$ cat src/rtl/adc_seq_pkg.sv
package adc_seq_pkg;
  localparam int FRAME_BITS = 16;
  localparam int CNT_W      = $clog2(FRAME_BITS + 1);

  typedef enum logic [1:0] {ST_GAP, ST_LEAD, ST_LOW, ST_HIGH} seq_state_t;

  // command word: channel in bits 13 and 12 (equal pair keeps normal mode)
  function automatic logic [FRAME_BITS-1:0] make_cmd(input logic ch);
    logic [FRAME_BITS-1:0] w;
    w = '0;
    w[FRAME_BITS-3] = ch;
    w[FRAME_BITS-4] = ch;
    return w;
  endfunction
endpackage

$ cat src/rtl/adc_phase_timer.sv
module adc_phase_timer #(
  parameter int DIV_W = 4
) (
  input  logic             clk,
  input  logic             rst_n,
  input  logic             run,
  input  logic [DIV_W-1:0] half_div,
  output logic             tick
);
  logic [DIV_W-1:0] tmr;

  assign tick = run && (tmr == half_div);

  always_ff @(posedge clk) begin
    if (!rst_n)            tmr <= '0;
    else if (!run || tick) tmr <= '0;
    else                   tmr <= tmr + 1'b1;
  end

  // the phase counter never runs past the programmed half period
  p_tmr_bound_r2: assert property (@(posedge clk) disable iff (!rst_n)
    run |-> tmr <= half_div);
endmodule

$ cat src/rtl/adc_frame_shift.sv
module adc_frame_shift
  import adc_seq_pkg::*;
(
  input  logic                  clk,
  input  logic                  rst_n,
  input  logic                  load,
  input  logic [FRAME_BITS-1:0] cmd,
  input  logic                  shift,
  input  logic                  dout_in,
  output logic                  din_out,
  output logic [FRAME_BITS-1:0] rx_word
);
  logic [FRAME_BITS-1:0] tx_sr;
  logic [FRAME_BITS-1:0] rx_sr;

  always_ff @(posedge clk) begin
    if (!rst_n) begin
      tx_sr <= '0;
      rx_sr <= '0;
    end else if (load) begin
      tx_sr <= cmd;
      rx_sr <= '0;
    end else if (shift) begin
      tx_sr <= {tx_sr[FRAME_BITS-2:0], 1'b0};
      rx_sr <= {rx_sr[FRAME_BITS-2:0], dout_in};
    end
  end

  assign din_out = tx_sr[FRAME_BITS-1];
  assign rx_word = rx_sr;
endmodule

$ cat src/rtl/adc_word_check.sv
module adc_word_check
  import adc_seq_pkg::*;
#(
  parameter int RES_BITS = 12,
  parameter int OUT_W    = 12
) (
  input  logic [FRAME_BITS-1:0] word_i,
  input  logic                  exp_ch,
  output logic [OUT_W-1:0]      sample_o,
  output logic                  chan_o,
  output logic                  err_o
);
  localparam int PAD = 12 - RES_BITS;
  logic trail_bad;

  generate
    if (PAD > 0) begin : g_trail
      assign trail_bad = |word_i[PAD-1:0];
    end else begin : g_no_trail
      assign trail_bad = 1'b0;
    end
  endgenerate

  assign sample_o = OUT_W'(word_i[11:PAD]);
  assign chan_o   = word_i[13];
  assign err_o    = (|word_i[15:14]) | (word_i[13] ^ word_i[12])
                  | (word_i[13] ^ exp_ch) | trail_bad;
endmodule

$ cat src/rtl/adc_frame_seq.sv
module adc_frame_seq
  import adc_seq_pkg::*;
#(
  parameter int RES_BITS = 12,
  parameter int OUT_W    = 12,
  parameter int DIV_W    = 4,
  parameter int GAP_W    = 4
) (
  input  logic             clk,
  input  logic             rst_n,
  input  logic             auto_alt,
  input  logic             fixed_chan,
  input  logic [DIV_W-1:0] half_div,
  input  logic [GAP_W-1:0] gap_cycles,
  output logic             sclk,
  output logic             cs_n,
  output logic             din,
  input  logic             dout,
  output logic             m_valid,
  input  logic             m_ready,
  output logic [OUT_W-1:0] m_data,
  output logic             m_chan,
  output logic             m_err
);
  seq_state_t            state;
  logic [GAP_W-1:0]      gcnt;
  logic [CNT_W-1:0]      bcnt;
  logic                  cur_req, prev_req, started, primed;
  logic                  tick, start, rise, fin, nxt_ch;
  logic [FRAME_BITS-1:0] rx_word;
  logic [OUT_W-1:0]      dec_data;
  logic                  dec_chan, dec_err;

  assign nxt_ch = auto_alt ? ~cur_req : fixed_chan;
  assign start  = (state == ST_GAP) && (gcnt == gap_cycles) && !m_valid;
  assign rise   = (state == ST_LOW) && tick;
  assign fin    = (state == ST_HIGH) && tick && (bcnt == CNT_W'(FRAME_BITS));

  adc_phase_timer #(.DIV_W(DIV_W)) u_timer (
    .clk(clk), .rst_n(rst_n), .run(state != ST_GAP),
    .half_div(half_div), .tick(tick)
  );

  adc_frame_shift u_shift (
    .clk(clk), .rst_n(rst_n), .load(start), .cmd(make_cmd(nxt_ch)),
    .shift(rise), .dout_in(dout), .din_out(din), .rx_word(rx_word)
  );

  adc_word_check #(.RES_BITS(RES_BITS), .OUT_W(OUT_W)) u_check (
    .word_i(rx_word), .exp_ch(prev_req),
    .sample_o(dec_data), .chan_o(dec_chan), .err_o(dec_err)
  );

  always_ff @(posedge clk) begin
    if (!rst_n) begin
      state    <= ST_GAP;
      gcnt     <= '0;
      bcnt     <= '0;
      cs_n     <= 1'b1;
      sclk     <= 1'b1;
      cur_req  <= 1'b1;
      prev_req <= 1'b0;
      started  <= 1'b0;
      primed   <= 1'b0;
    end else begin
      unique case (state)
        ST_GAP: begin
          if (start) begin
            state    <= ST_LEAD;
            cs_n     <= 1'b0;
            bcnt     <= '0;
            prev_req <= cur_req;
            cur_req  <= nxt_ch;
            primed   <= started;
            started  <= 1'b1;
          end else if (gcnt < gap_cycles) begin
            gcnt <= gcnt + 1'b1;
          end
        end
        ST_LEAD: if (tick) begin
          state <= ST_LOW;
          sclk  <= 1'b0;
        end
        ST_LOW: if (tick) begin
          state <= ST_HIGH;
          sclk  <= 1'b1;
          bcnt  <= bcnt + 1'b1;
        end
        ST_HIGH: if (tick) begin
          if (fin) begin
            state <= ST_GAP;
            cs_n  <= 1'b1;
            gcnt  <= '0;
          end else begin
            state <= ST_LOW;
            sclk  <= 1'b0;
          end
        end
        default: state <= ST_GAP;
      endcase
    end
  end

  // output stage: loaded only when empty (frames start only with m_valid low)
  always_ff @(posedge clk) begin
    if (!rst_n) begin
      m_valid <= 1'b0;
      m_data  <= '0;
      m_chan  <= 1'b0;
      m_err   <= 1'b0;
    end else if (fin && primed) begin
      m_valid <= 1'b1;
      m_data  <= dec_data;
      m_chan  <= dec_chan;
      m_err   <= dec_err;
    end else if (m_valid && m_ready) begin
      m_valid <= 1'b0;
    end
  end

  // serial clock idles high whenever the frame select is inactive
  p_sclk_idle_r1: assert property (@(posedge clk) disable iff (!rst_n)
    cs_n |-> sclk);
  // a frame closes only after sixteen rising edges
  p_frame_len_r1: assert property (@(posedge clk) disable iff (!rst_n)
    $rose(cs_n) |-> $past(bcnt) == CNT_W'(FRAME_BITS));
  // command bits 13 and 12 both carry the requested channel
  p_cmd_pair_r4: assert property (@(posedge clk) disable iff (!rst_n)
    (!cs_n && (bcnt == CNT_W'(2) || bcnt == CNT_W'(3))) |-> din == cur_req);
  // a waiting sample holds its payload
  p_hold_r10: assert property (@(posedge clk) disable iff (!rst_n)
    (m_valid && !m_ready) |=> m_valid && $stable(m_data) && $stable(m_chan) && $stable(m_err));
  // no frame begins while a sample waits
  p_no_start_r10: assert property (@(posedge clk) disable iff (!rst_n)
    $fell(cs_n) |-> !m_valid);
endmodule

$ cat config.mk
export PLATFORM = sky130hd
export DESIGN_NAME = adc_frame_seq
export DESIGN_NICKNAME = d
export VERILOG_FILES = /design/src/rtl/adc_seq_pkg.sv /design/src/rtl/adc_phase_timer.sv /design/src/rtl/adc_frame_shift.sv /design/src/rtl/adc_word_check.sv /design/src/rtl/adc_frame_seq.sv
export SDC_FILE = /design/constraint.sdc
export NUM_CORES = 1
export LEC_CHECK = 0
export BUFFER_PORTS_ARGS = -buffer_cell sky130_fd_sc_hd__buf_2
export CORE_ASPECT_RATIO = 1.4
export CORE_UTILIZATION = 40
export CTS_CLUSTER_DIAMETER = 150
export DETAILED_ROUTE_END_ITERATION = 10
export SLEW_MARGIN = 20
export SYNTH_ARGS = -nofsm -noshare
export SYNTH_HDL_FRONTEND = slang
export SYNTH_HIERARCHICAL = 1
export SYNTH_SLANG_ARGS = --single-unit
export TNS_END_PERCENT = 30
$ cat constraint.sdc
create_clock -name clk -period 3.39 [get_ports clk]
set_clock_uncertainty 0.2 [all_clocks]
set_input_delay 0.5085 -clock clk [delete_from_list [all_inputs] [get_ports clk]]
set_output_delay 0.5085 -clock clk [all_outputs]
set_load 0.01 [all_outputs]
# Yosys cells after proc, flatten, opt, wreduce, memory -nomap -nowiden

Cells that the tools add are included.

Bits of input ports: 14
Word-level logic and storage cells: 96
Register bits: 56

Reductions and logical operators: 27
Bitwise operators: 6
$lt $le $gt $ge: 1
Add/sub/neg operators: 3
Mux-type cells: 28
Equal/unequal tests: 14

Operators by type and width:

| kind                                                             | count |
|---|---|
| 14-bit 2-to-1 mux                                                | 2 |
| 4-bit 2-to-1 mux                                                 | 4 |
| 2-bit inequality test (second input constant)                    | 7 |
| 1-bit 2-to-1 mux                                                 | 10 |
| 2-bit 2-to-1 mux                                                 | 5 |
| 5-bit 2-to-1 mux                                                 | 2 |
| 5-bit one-hot mux with 2 select lines                            | 1 |
| 5-bit AND reduction                                              | 2 |
| 2-bit nonzero test                                               | 5 |
| 4-bit by 1-bit adder with 4-bit output (second input constant)   | 2 |
| 4-bit == test                                                    | 2 |
| 1-bit logical AND                                                | 8 |
| 2-bit one-hot mux with 4 select lines                            | 1 |
| 4-bit one-hot mux with 2 select lines                            | 1 |
| 4-bit AND reduction                                              | 2 |
| 2-bit OR reduction                                               | 3 |
| 5-bit by 1-bit adder with 5-bit output (second input constant)   | 1 |
| 5-bit == test (second input constant)                            | 1 |
| 2-bit == test (second input constant)                            | 2 |
| 4-bit < comparator                                               | 1 |
| 1-bit one-hot mux with 3 select lines                            | 1 |
| 3-bit AND reduction                                              | 1 |
| 3-bit nonzero test                                               | 1 |
| 2-bit by 1-bit == test with 1-bit output (second input constant) | 1 |
| 9 further kinds                                                  | 13 |

# Depth between registers and ports, before layout

Gate-level depths: netlist of the first run.

Depth after elaboration: 7
Mapped depth: 10

# Hierarchy

The synthesis of the first run kept the hierarchy.

Modules (own cells, without submodules):

| module          | area each (um^2) | cells an instance | times used | seq. area each (um^2) |
|---|---|---|---|---|
| adc_frame_seq   | 1,552.7          | 165               | 1          | 640.6 |
| adc_frame_shift | 1,372.6          | 124               | 1          | 640.6 |
| adc_phase_timer | 203.9            | 19                | 1          | 80.1 |
| adc_word_check  | 117.6            | 17                | 1          | 0.0 |

# Least setup slack after synthesis of the first run

No wires, ideal clock.

Kind: input port to flip-flop
Start: input port half_div[1]
End: register u_shift/tx_sr[10] (netlist name)
Cell stages on the path: 9
Arrival time: 2.370 ns
Setup time: 0.116 ns
Path buffers: 3
Required time: 3.074 ns
Setup slack: 0.703 ns
Cells stage by stage: xor2_1 -> nor4_4 -> and2_1 -> and3b_2 -> buf_2 -> buf_6 -> buf_6 -> mux2_2 -> o211a_1

RTL lines:

| item            | line                | RTL |
|---|---|---|
| start, declared | adc_frame_seq.sv:13 | `input logic [DIV_W-1:0] half_div,` |

# Final worst setup path of the first run

Start: register u_timer.tmr[1]
End: register u_shift.rx_sr[9], in the netlist u_shift/rx_word[9]

Cells in the longest elaborated chain, start to end: 3

Ends and longest elaborated chain:

| item                   | line                  | RTL |
|---|---|---|
| start, declared        | adc_phase_timer.sv:10 | `logic [DIV_W-1:0] tmr;` |
| start signal, assigned | adc_phase_timer.sv:17 | `else tmr <= tmr + 1'b1;` |
| 4-bit == test          | adc_phase_timer.sv:12 | `assign tick = run && (tmr == half_div);` |
| 1-bit logical AND      | adc_phase_timer.sv:12 |  |
| via tick               | adc_frame_seq.sv:29   | `logic tick, start, rise, fin, nxt_ch;` |
| 1-bit logical AND      | adc_frame_seq.sv:36   | `assign rise = (state == ST_LOW) && tick;` |
| end signal, assigned   | adc_frame_shift.sv:25 | `rx_sr <= {rx_sr[FRAME_BITS-2:0], dout_in};` |
| end, declared          | adc_frame_shift.sv:14 | `logic [FRAME_BITS-1:0] rx_sr;` |

The timed path passes the listed nets, and every way through them passes these cells.
A chain may end at the register's enable or synchronous reset.

==> results.py, run 1 <==
metrics = {
    "clock_network": {
        "post_cts_resize_count": 0,
        "cts_tree": "done",
        "clk_transition_reported_paths_ns": 0.07,
        "count_of_buffers_added_by_post_cts_timing_repair_for_setup": 0,
        "ctsLongestPathBuffers": 2,
        "cts_num_sinks": 68,
        "cts_hold_repair.buffers": 0,
        "numCtsBuffers": 9,
        "htree_levels": 3,
        "clk-insertion-delay-late_ns": 0.34,
        "cts-root-buf": "clkbuf_8",
    },
    "worst_setup_path": {
        "worstSetupEndpointType": "register",
        "crit_type": "register to register",
        "cp_max_fo": 19,
        "crit_path_start": "u_timer/tmr[1]",
        "cp_cell_sequence": "xor2_1 -> nor4_4 -> and2_1 -> and3b_2 -> buf_4 -> mux2i_1 -> nor2_1",
        "r2r_setup_slack_ns": 0.64,
        "critical-path-slowest-cell": "and3b_2",
        "critical_path_depth": 7,
        "timing.critical_path.max_delay_family": "simple AND/OR/NAND/NOR gates",
        "critical_path_arrival_ns": 2.76,
        "r2r_cells": 7,
        "worst_setup_path_endpoint": "u_shift/rx_word[9]",
        "required_ns": 3.40,
        "critical_path_source_type": "register",
        "timing.rr.start": "u_timer/tmr[1]",
        "r2r-end": "u_shift/rx_word[9]",
        "crit_buf_inv": 1,
        "timing.critical_path.slowest_cell_delay_ns": 0.53,
    },
    "floorplanning": {
        "pin_count": 32,
        "fp.dieH_um": 108.6,
        "core_area_sq_mm": 0.007797,
        "floorplan.initialDensity": 0.4164,
        "placementRows": 38,
        "die_w_um": 78.15,
        "die-area_sq_mm": 0.008487,
    },
    "yosys": {
        "synth_top_cells_by_area": "dfxtp_1 (42%), mux2i_1 (10%), mux2_2 (5.2%), o211a_1 (4.6%), nand2b_1 (3.9%)",
        "synth_common_cells": "dfxtp_1 (68), mux2i_1 (33), nor2_1 (32)",
        "most_numerous_cell_in_the_yosys_netlist": "dfxtp_1",
        "async_reset_ff_frac": 0,
        "synth_largest_area_cell": "dfxtp_1",
        "count_of_flip_flops_with_a_built_in_enable_after_synthesis": 0,
        "yosys.area.top_type_share": 0.4193,
        "synth_area_per_cell_sq_um": 9.990,
        "synthesis.instances": 325,
        "synth-seq-cells": 68,
        "syn-cell-area_sq_mm": 0.003247,
        "post_synth_num_cell_types": 50,
        "synth_seq_area_share": 0.4193,
        "synthFlopType": "dfxtp_1",
        "synthesis.yosys.warnings": 6,
    },
    "global_route": {
        "grt_pass1_wl_um": 9929,
        "grt.overflow.total": 0,
        "first_global_vias": 2176,
        "antenna_found_initial": 0,
        "globalRouteTotalUtil": 0.1518,
        "grt_max_degree": 32,
    },
    "sta": {
        "worst_slew_pin_slew_ns": 0.5973,
        "min_period_ns": 2.746,
        "timing_hold_violations_final": 0,
        "fmaxAchievable_mhz": 364.2,
        "timing.max_slew.rel_slack": 0.6018,
        "timing.setup.tns_ns": 0,
        "setup_repair_after_global_routing_missed_its_margin": "no",
        "final_period_util": 0.8100,
        "max_slew_violations": 0,
        "total_setup_violations_reported_at_the_end_of_the_flow": 0,
        "finalWorstSetupSlack_ns": 0.6442,
    },
    "worst_hold_path": {
        "min_delay_path_depth": 3,
        "hold_path.class": "primary input to register",
        "worst_hold_startpoint": "dout",
    },
    "detailed_routing": {
        "drcViolationCount": 0,
        "vias": 2265,
        "wl_um": 5848,
        "vias_per_cell": 4.956,
        "dr.pass1.iters": 4,
        "initial_detailed_routing_violation_count": 117,
        "antenna_left": 0,
        "post_drt_wl_per_cell_um": 12.80,
    },
    "power_and_ir_drop": {
        "irDropWorstVdd_mv": 0.1906,
        "p_per_area_mw_per_mm2": 477.3,
        "power_leakage_nw": 1.720,
    },
    "layout": {
        "area_occupied_by_multi_input_gates_sq_mm": 0.001673,
        "ff_latch_area_sq_mm": 0.001361,
        "synthToLayoutAreaGrowth_pct": 9.325,
        "antenna_diodes": 0,
        "fill_cells": 802,
        "drive_gt1_frac": 0.2073,
        "nNetsFinal": 376,
    },
    "placement": {
        "detailedPlacementHpwl_um": 4020,
        "placement.io_buffers": 31,
        "pre_cts_ws_ns": 0.3637,
        "routability_driven_placement_congestion_ratio": 0.7594,
    },
    "run_status": {
        "status": "finished clean",
    },
    "flow_run": {
        "cap_viol_max_count": 0,
    },
}
[state kept, by name (all words and copies together), names as in the netlist, 2 cells and up]
name,cells
u_shift/tx_sr,16
state,2
bcnt,5
u_shift/rx_word,16
m_data,12
u_timer/tmr,4
gcnt,4
[per-layer routing]
| metal | up-vias | track usage | share of wire |
|---|---|---|---|
| met2 | 31 | 0.2531 | 0.49 |
| li1 | 1170 | - | - |
| met5 | - | 0 | 0 |
| met4 | 0 | 0.08730 | 0.025 |
| met1 | 1053 | 0.1773 | 0.46 |
| met3 | 11 | 0.03544 | 0.027 |
[power by group]
group / internal [mW] / total (mW) / switching (mW)
Sequential: 0.851 / 0.887 / 0.0368
Combinational: 0.122 / 0.250 / 0.128
Clock: 0.273 / 0.557 / 0.283
[worst reg2reg max path, stage by stage (launching register included)]
cell,delay (ns)
dfxtp_1,0.33
xor2_1,0.19
nor4_4,0.39
and2_1,0.30
and3b_2,0.53
buf_4,0.38
mux2i_1,0.24
nor2_1,0.05
[through the flow]
step	hold WS (ns)	util	cell area, sq um	power [mW]	instances
detailed placement	0.2502	0.4352	3393	1.158	443
CTS	0.2075	0.4552	3550	1.722	457
global placement	0.2406	0.4352	3393	1.150	443
finish	0.2216	0.4552	3550	1.694	457
global route	0.2292	0.4552	3550	1.791	457
floorplan	0.2321	-	3296	1.097	338
[final cells by class]
type                            instances  share of cell area
Timing Repair Buffer                   36             0.05428
Sequential cell                        68              0.3835
Clock buffer                           11             0.03983
Inverter                               11             0.01163
Multi-Input combinational cell        228              0.4713
Clock inverter                          3            0.004230
Tap cell                              100             0.03525
[cell usage in the layout, fill, tap and decap left out, types with 2 or more instances in the layout]
| master | instances |
|---|---|
| dfxtp_1 | 68 |
| mux2i_1 | 33 |
| nor2_1 | 32 |
| buf_2 | 31 |
| nand2b_1 | 20 |
| nand2_1 | 19 |
| mux2_2 | 15 |
| o211a_1 | 15 |
| conb_1 | 14 |
| inv_1 | 11 |
| a21oi_1 | 10 |
| clkbuf_8 | 10 |
| ha_1 | 8 |
| o21ai_0 | 5 |
| buf_4 | 5 |
| xor2_1 | 5 |
| nand3_1 | 4 |
| nor3_1 | 4 |
| a21boi_1 | 3 |
| nand4b_1 | 3 |
| clkinv_2 | 3 |
| and3b_2 | 2 |
| and4b_1 | 2 |
| nor2b_1 | 2 |
| o311ai_0 | 2 |
| o41ai_1 | 2 |
| nor4_1 | 2 |
| nand3b_1 | 2 |
| and3_1 | 2 |
| and2_1 | 2 |
[worst min-delay path by stage]
stage	end
after CTS	m_valid
after floorplan	primed
after detailed placement	primed
after global routing	m_valid
final	u_shift/rx_word[0]
after global placement	primed
[logic make-up after synthesis]
kind of cell / after synthesis / synth area share
AND/OR/NAND/NOR: 105 / 0.1815
flip-flops: 68 / 0.4193
multiplexers: 48 / 0.1538
AO/OA/AOI/OAI: 47 / 0.1168
buffers and inverters: 42 / 0.08054
adder cells (fa/ha/maj): 8 / 0.03083
XOR/XNOR: 6 / 0.01618
other: 1 / 0.001155
Note: power is estimated with default switching activity, not from simulation.
==> run 2, diff against run 1 <==
Clock period 3.39 ns to 2.55 ns, I/O delays scaled along.
==> results.py, run 2 (synthesis gave the netlist of run 1 again) <==
metrics = {
    "detailed_routing": {
        "wl_um": 5820,
        "post_drt_wl_per_cell_um": 12.52,
        "dr.pass1.iters": 4,
        "vias_per_cell": 4.822,
        "vias": 2242,
        "drcViolationCount": 0,
        "initial_detailed_routing_violation_count": 135,
        "antenna_left": 0,
    },
    "floorplanning": {
        "die_w_um": 78.15,
        "fp.dieH_um": 108.6,
        "placementRows": 38,
        "floorplan.initialDensity": 0.4164,
        "core_area_sq_mm": 0.007797,
        "die-area_sq_mm": 0.008487,
        "pin_count": 32,
    },
    "sta": {
        "finalWorstSetupSlack_ns": 0.2006,
        "setup_repair_after_global_routing_missed_its_margin": "no",
        "fmaxAchievable_mhz": 425.6,
        "max_slew_violations": 0,
        "min_period_ns": 2.349,
        "final_period_util": 0.9213,
        "timing_hold_violations_final": 0,
        "timing.setup.tns_ns": 0,
        "total_setup_violations_reported_at_the_end_of_the_flow": 0,
    },
    "layout": {
        "layout_common_cells": "dfxtp_1 (68), mux2i_1 (33), nor2_1 (32)",
        "fill_cells": 787,
        "antenna_diodes": 0,
        "drive_gt1_frac": 0.2301,
        "synthToLayoutAreaGrowth_pct": 13.22,
        "most_common_library_cell_in_the_layout_ignoring_fill_and_taps": "dfxtp_1",
        "nNetsFinal": 382,
    },
    "power_and_ir_drop": {
        "power_leakage_nw": 1.773,
        "p_per_area_mw_per_mm2": 664.6,
        "irDropWorstVdd_mv": 0.3099,
    },
    "clock_network": {
        "cts_num_sinks": 68,
        "htree_levels": 3,
        "clk_transition_reported_paths_ns": 0.07,
        "count_of_buffers_added_by_post_cts_timing_repair_for_setup": 0,
        "ctsLongestPathBuffers": 2,
        "cts-root-buf": "clkbuf_8",
        "cts_hold_repair.buffers": 0,
        "cts_tree": "done",
        "clk-insertion-delay-late_ns": 0.35,
        "numCtsBuffers": 9,
        "post_cts_resize_count": 0,
    },
    "worst_setup_path": {
        "crit_buf_inv": 1,
        "required_ns": 2.57,
        "timing.critical_path.max_delay_family": "simple AND/OR/NAND/NOR gates",
        "critical_path_arrival_ns": 2.37,
        "crit_type": "register to register",
        "critical_path_source_type": "register",
        "cp_cell_sequence": "xor2_1 -> nor4_4 -> and2_4 -> and3b_2 -> buf_12 -> a21oi_4 -> o311ai_0 -> o41ai_1",
        "worstSetupEndpointType": "register",
        "timing.critical_path.slowest_cell_delay_ns": 0.35,
        "cp_max_fo": 19,
        "critical-path-slowest-cell": "o311ai_0",
    },
    "placement": {
        "routability_driven_placement_congestion_ratio": 0.7113,
        "placement.io_buffers": 31,
        "detailedPlacementHpwl_um": 4034,
        "pre_cts_ws_ns": 0.05753,
    },
    "flow_run": {
        "cap_viol_max_count": 0,
    },
    "global_route": {
        "grt.overflow.total": 0,
        "globalRouteTotalUtil": 0.1512,
        "antenna_found_initial": 0,
        "grt_pass1_wl_um": 9915,
        "grt_max_degree": 32,
        "first_global_vias": 2167,
    },
    "run_status": {
        "status": "finished clean",
    },
    "worst_hold_path": {
        "hold_path.class": "primary input to register",
    },
}
-- run 2: worst reg2reg max path, stage by stage, from the launching register on --
cell and delay (ns):
dfxtp_1 0.34, xor2_1 0.19, nor4_4 0.32, and2_4 0.22, and3b_2 0.21, buf_12 0.17, a21oi_4 0.07, o311ai_0 0.35
o41ai_1 0.14
-- run 2: per-layer routing --
layer	track usage	routed length [um]	share of wire
met4	0.08730	115	0.020
met1	0.1757	2658	0.46
met3	0.03544	188	0.032
met5	0	0	0
met2	0.2531	2858	0.49
-- run 2: layout make-up --
class / count / area (sq um) / area share
sequential: 68 / 1361 / 0.3703
multi-input combinational: 228 / 1675 / 0.4558
inverter: 11 / 41.29 / 0.01123
timing repair buffer: 42 / 262.8 / 0.07148
tap: 100 / 125.1 / 0.03404
clock inverter: 5 / 58.81 / 0.01600
clock buffer: 11 / 151.4 / 0.04118
-- run 2: report_power, final --
group          switching, mW  internal [mW]
sequential            0.0491           1.13
combinational          0.171          0.168
clock                  0.418          0.506
-- run 2: per-stage QoR --
step | std cells | util | total power, mW | hold slack [ns] | cell area, sq um
after detailed placement | 449 | 0.4445 | 1.548 | 0.2458 | 3466
after CTS | 465 | 0.4714 | 2.484 | 0.07655 | 3676
after global placement | 449 | 0.4445 | 1.537 | 0.2437 | 3466
final | 465 | 0.4714 | 2.443 | 0.08766 | 3676
after floorplan | 338 | - | 1.459 | 0.2321 | 3298
after global routing | 465 | 0.4714 | 2.580 | 0.09218 | 3676
-- run 2: worst paths after layout --
| kind | startpoint | endpoint | slack (ns) | cells after the start |
|---|---|---|---|---|
| setup / recovery | u_timer/tmr[1] | bcnt[3] | 0.20 | 8 |
| hold / removal | dout | u_shift/rx_word[0] | 0.09 | 3 |
| setup reg to reg | u_timer/tmr[1] | bcnt[3] | 0.20 | 8 |
| hold reg to reg | started | primed | 0.25 | 2 |
==> run 3, diff against run 2 <==
Settings changed: CORE_UTILIZATION 40 to 50, PLACE_DENSITY set to 0.69.
Clock period 2.55 ns to 2.8 ns, I/O delays scaled along.
==> results.py, run 3 (synthesis gave the netlist of run 1 again) <==
metrics = {
    "run_status": {
        "status": "finished clean",
    },
    "global_route": {
        "grt.overflow.total": 0,
        "antenna_found_initial": 0,
        "first_global_vias": 2184,
        "globalRouteTotalUtil": 0.1744,
        "grt_pass1_wl_um": 9453,
        "grt_max_degree": 37,
    },
    "worst_setup_path": {
        "r2r_setup_slack_ns": 0.43,
        "r2r-end": "u_shift/rx_word[2]",
        "critical_path_arrival_ns": 2.38,
        "critical_path_source_type": "register",
        "cp_max_fo": 16,
        "crit_path_start": "gcnt[0]",
        "timing.rr.start": "gcnt[0]",
        "r2r_cells": 7,
        "worstSetupEndpointType": "register",
        "worst_setup_path_endpoint": "u_shift/rx_word[2]",
        "cp_common_cell": "inv_1",
        "required_ns": 2.81,
        "crit_type": "register to register",
        "critical-path-slowest-cell": "nand2b_1",
        "timing.critical_path.slowest_cell_delay_ns": 0.52,
        "cp_cell_sequence": "inv_1 -> ha_1 -> and3b_2 -> nand2_1 -> inv_1 -> nand2b_1 -> nor2_1",
    },
    "layout": {
        "synthToLayoutAreaGrowth_pct": 10.17,
        "drive_gt1_frac": 0.2231,
        "antenna_diodes": 0,
        "nNetsFinal": 380,
        "layout_common_cells": "dfxtp_1 (68), mux2i_1 (33), nor2_1 (32)",
        "most_common_library_cell_in_the_layout_ignoring_fill_and_taps": "dfxtp_1",
    },
    "clock_network": {
        "cts_num_sinks": 68,
        "numCtsBuffers": 9,
        "clk-insertion-delay-late_ns": 0.34,
        "htree_levels": 3,
        "cts_tree": "done",
        "clk_transition_reported_paths_ns": 0.07,
        "ctsLongestPathBuffers": 2,
        "count_of_buffers_added_by_post_cts_timing_repair_for_setup": 0,
        "post_cts_resize_count": 0,
        "cts-root-buf": "clkbuf_8",
        "cts_hold_repair.buffers": 0,
    },
    "sta": {
        "setup_repair_after_global_routing_missed_its_margin": "no",
        "timing.max_slew.rel_slack": 0.6137,
        "min_period_ns": 2.373,
        "max_slew_violations": 0,
        "total_setup_violations_reported_at_the_end_of_the_flow": 0,
        "finalWorstSetupSlack_ns": 0.4274,
        "worst_slew_pin_slew_ns": 0.5795,
        "timing.setup.tns_ns": 0,
        "fmaxAchievable_mhz": 421.5,
        "timing_hold_violations_final": 0,
        "final_period_util": 0.8473,
    },
    "detailed_routing": {
        "antenna_left": 0,
        "vias_per_cell": 5.237,
        "dr.pass1.iters": 4,
        "wl_um": 5515,
        "initial_detailed_routing_violation_count": 75,
        "post_drt_wl_per_cell_um": 12.68,
        "drcViolationCount": 0,
        "vias": 2278,
    },
    "power_and_ir_drop": {
        "power_leakage_nw": 1.747,
        "irDropWorstVdd_mv": 0.4069,
        "p_per_area_mw_per_mm2": 583.8,
    },
    "floorplanning": {
        "die-area_sq_mm": 0.006824,
        "floorplan.initialDensity": 0.5192,
        "core_area_sq_mm": 0.006254,
        "pin_count": 32,
        "fp.dieH_um": 97.35,
        "placementRows": 34,
        "die_w_um": 70.11,
    },
    "placement": {
        "placement.io_buffers": 31,
        "pre_cts_ws_ns": 0.2781,
        "detailedPlacementHpwl_um": 3794,
        "routability_driven_placement_congestion_ratio": 0.7704,
    },
    "flow_run": {
        "cap_viol_max_count": 0,
    },
    "worst_hold_path": {
        "min_delay_path_depth": 3,
        "hold_path.class": "primary input to register",
    },
}
==> run 3: critical path: cells and delay by family (launching register included) <==
kind | cells | cell delay (ns)
DFF | 1 | 0.37
adders and majority gates | 1 | 0.29
and+or+nand+nor | 4 | 1.05
buffers and inverters | 2 | 0.33
==> run 3: layout make-up <==
class	count	area [sq um]
fillers	571	2676
well taps	72	90.09
clock buffers	9	123.9
inverters	11	41.29
clock inverters	7	52.55
multi-input cells	228	1673
repair buffers	40	235.2
flip-flops and latches	68	1361
==> run 3: per-layer routing <==
metal | routed length [um] | track usage | part of all wire | vias up
met4 | 147 | 0.1015 | 0.027 | 0
li1 | - | - | - | 1167
met5 | 0 | 0 | 0 | -
met2 | 2734 | 0.3033 | 0.50 | 38
met1 | 2470 | 0.1935 | 0.45 | 1058
met3 | 163 | 0.03527 | 0.030 | 15
==> run 3: power by group <==
group	internal [mW]	switching (mW)	total, mW	leakage [nW]
Sequential	1.03	0.0432	1.07	0.550
Combinational	0.149	0.156	0.305	1.11
Clock	0.325	0.386	0.711	0.0896
Total	1.50	0.585	2.09	1.75
==> run 3: worst min-delay path by stage <==
| stage | slack (ns) | endpoint | startpoint |
|---|---|---|---|
| CTS | 0.12 | u_shift/rx_word[0] | dout |
| global route | 0.16 | u_shift/rx_word[0] | dout |
| global placement | 0.24 | primed | started |
| floorplan | 0.23 | primed | started |
| detailed placement | 0.25 | primed | started |
| finish | 0.13 | u_shift/rx_word[0] | dout |
==> run 3: metrics by stage <==
stage | std cells | util | area, sq um | power (mW) | hold slack (ns)
after floorplan | 338 | - | 3296 | 1.329 | 0.2321
after global placement | 419 | 0.5438 | 3401 | 1.388 | 0.2423
after detailed placement | 419 | 0.5438 | 3401 | 1.402 | 0.2491
after CTS | 435 | 0.5720 | 3577 | 2.116 | 0.1159
after global routing | 435 | 0.5720 | 3577 | 2.190 | 0.1583
final | 435 | 0.5720 | 3577 | 2.088 | 0.1285
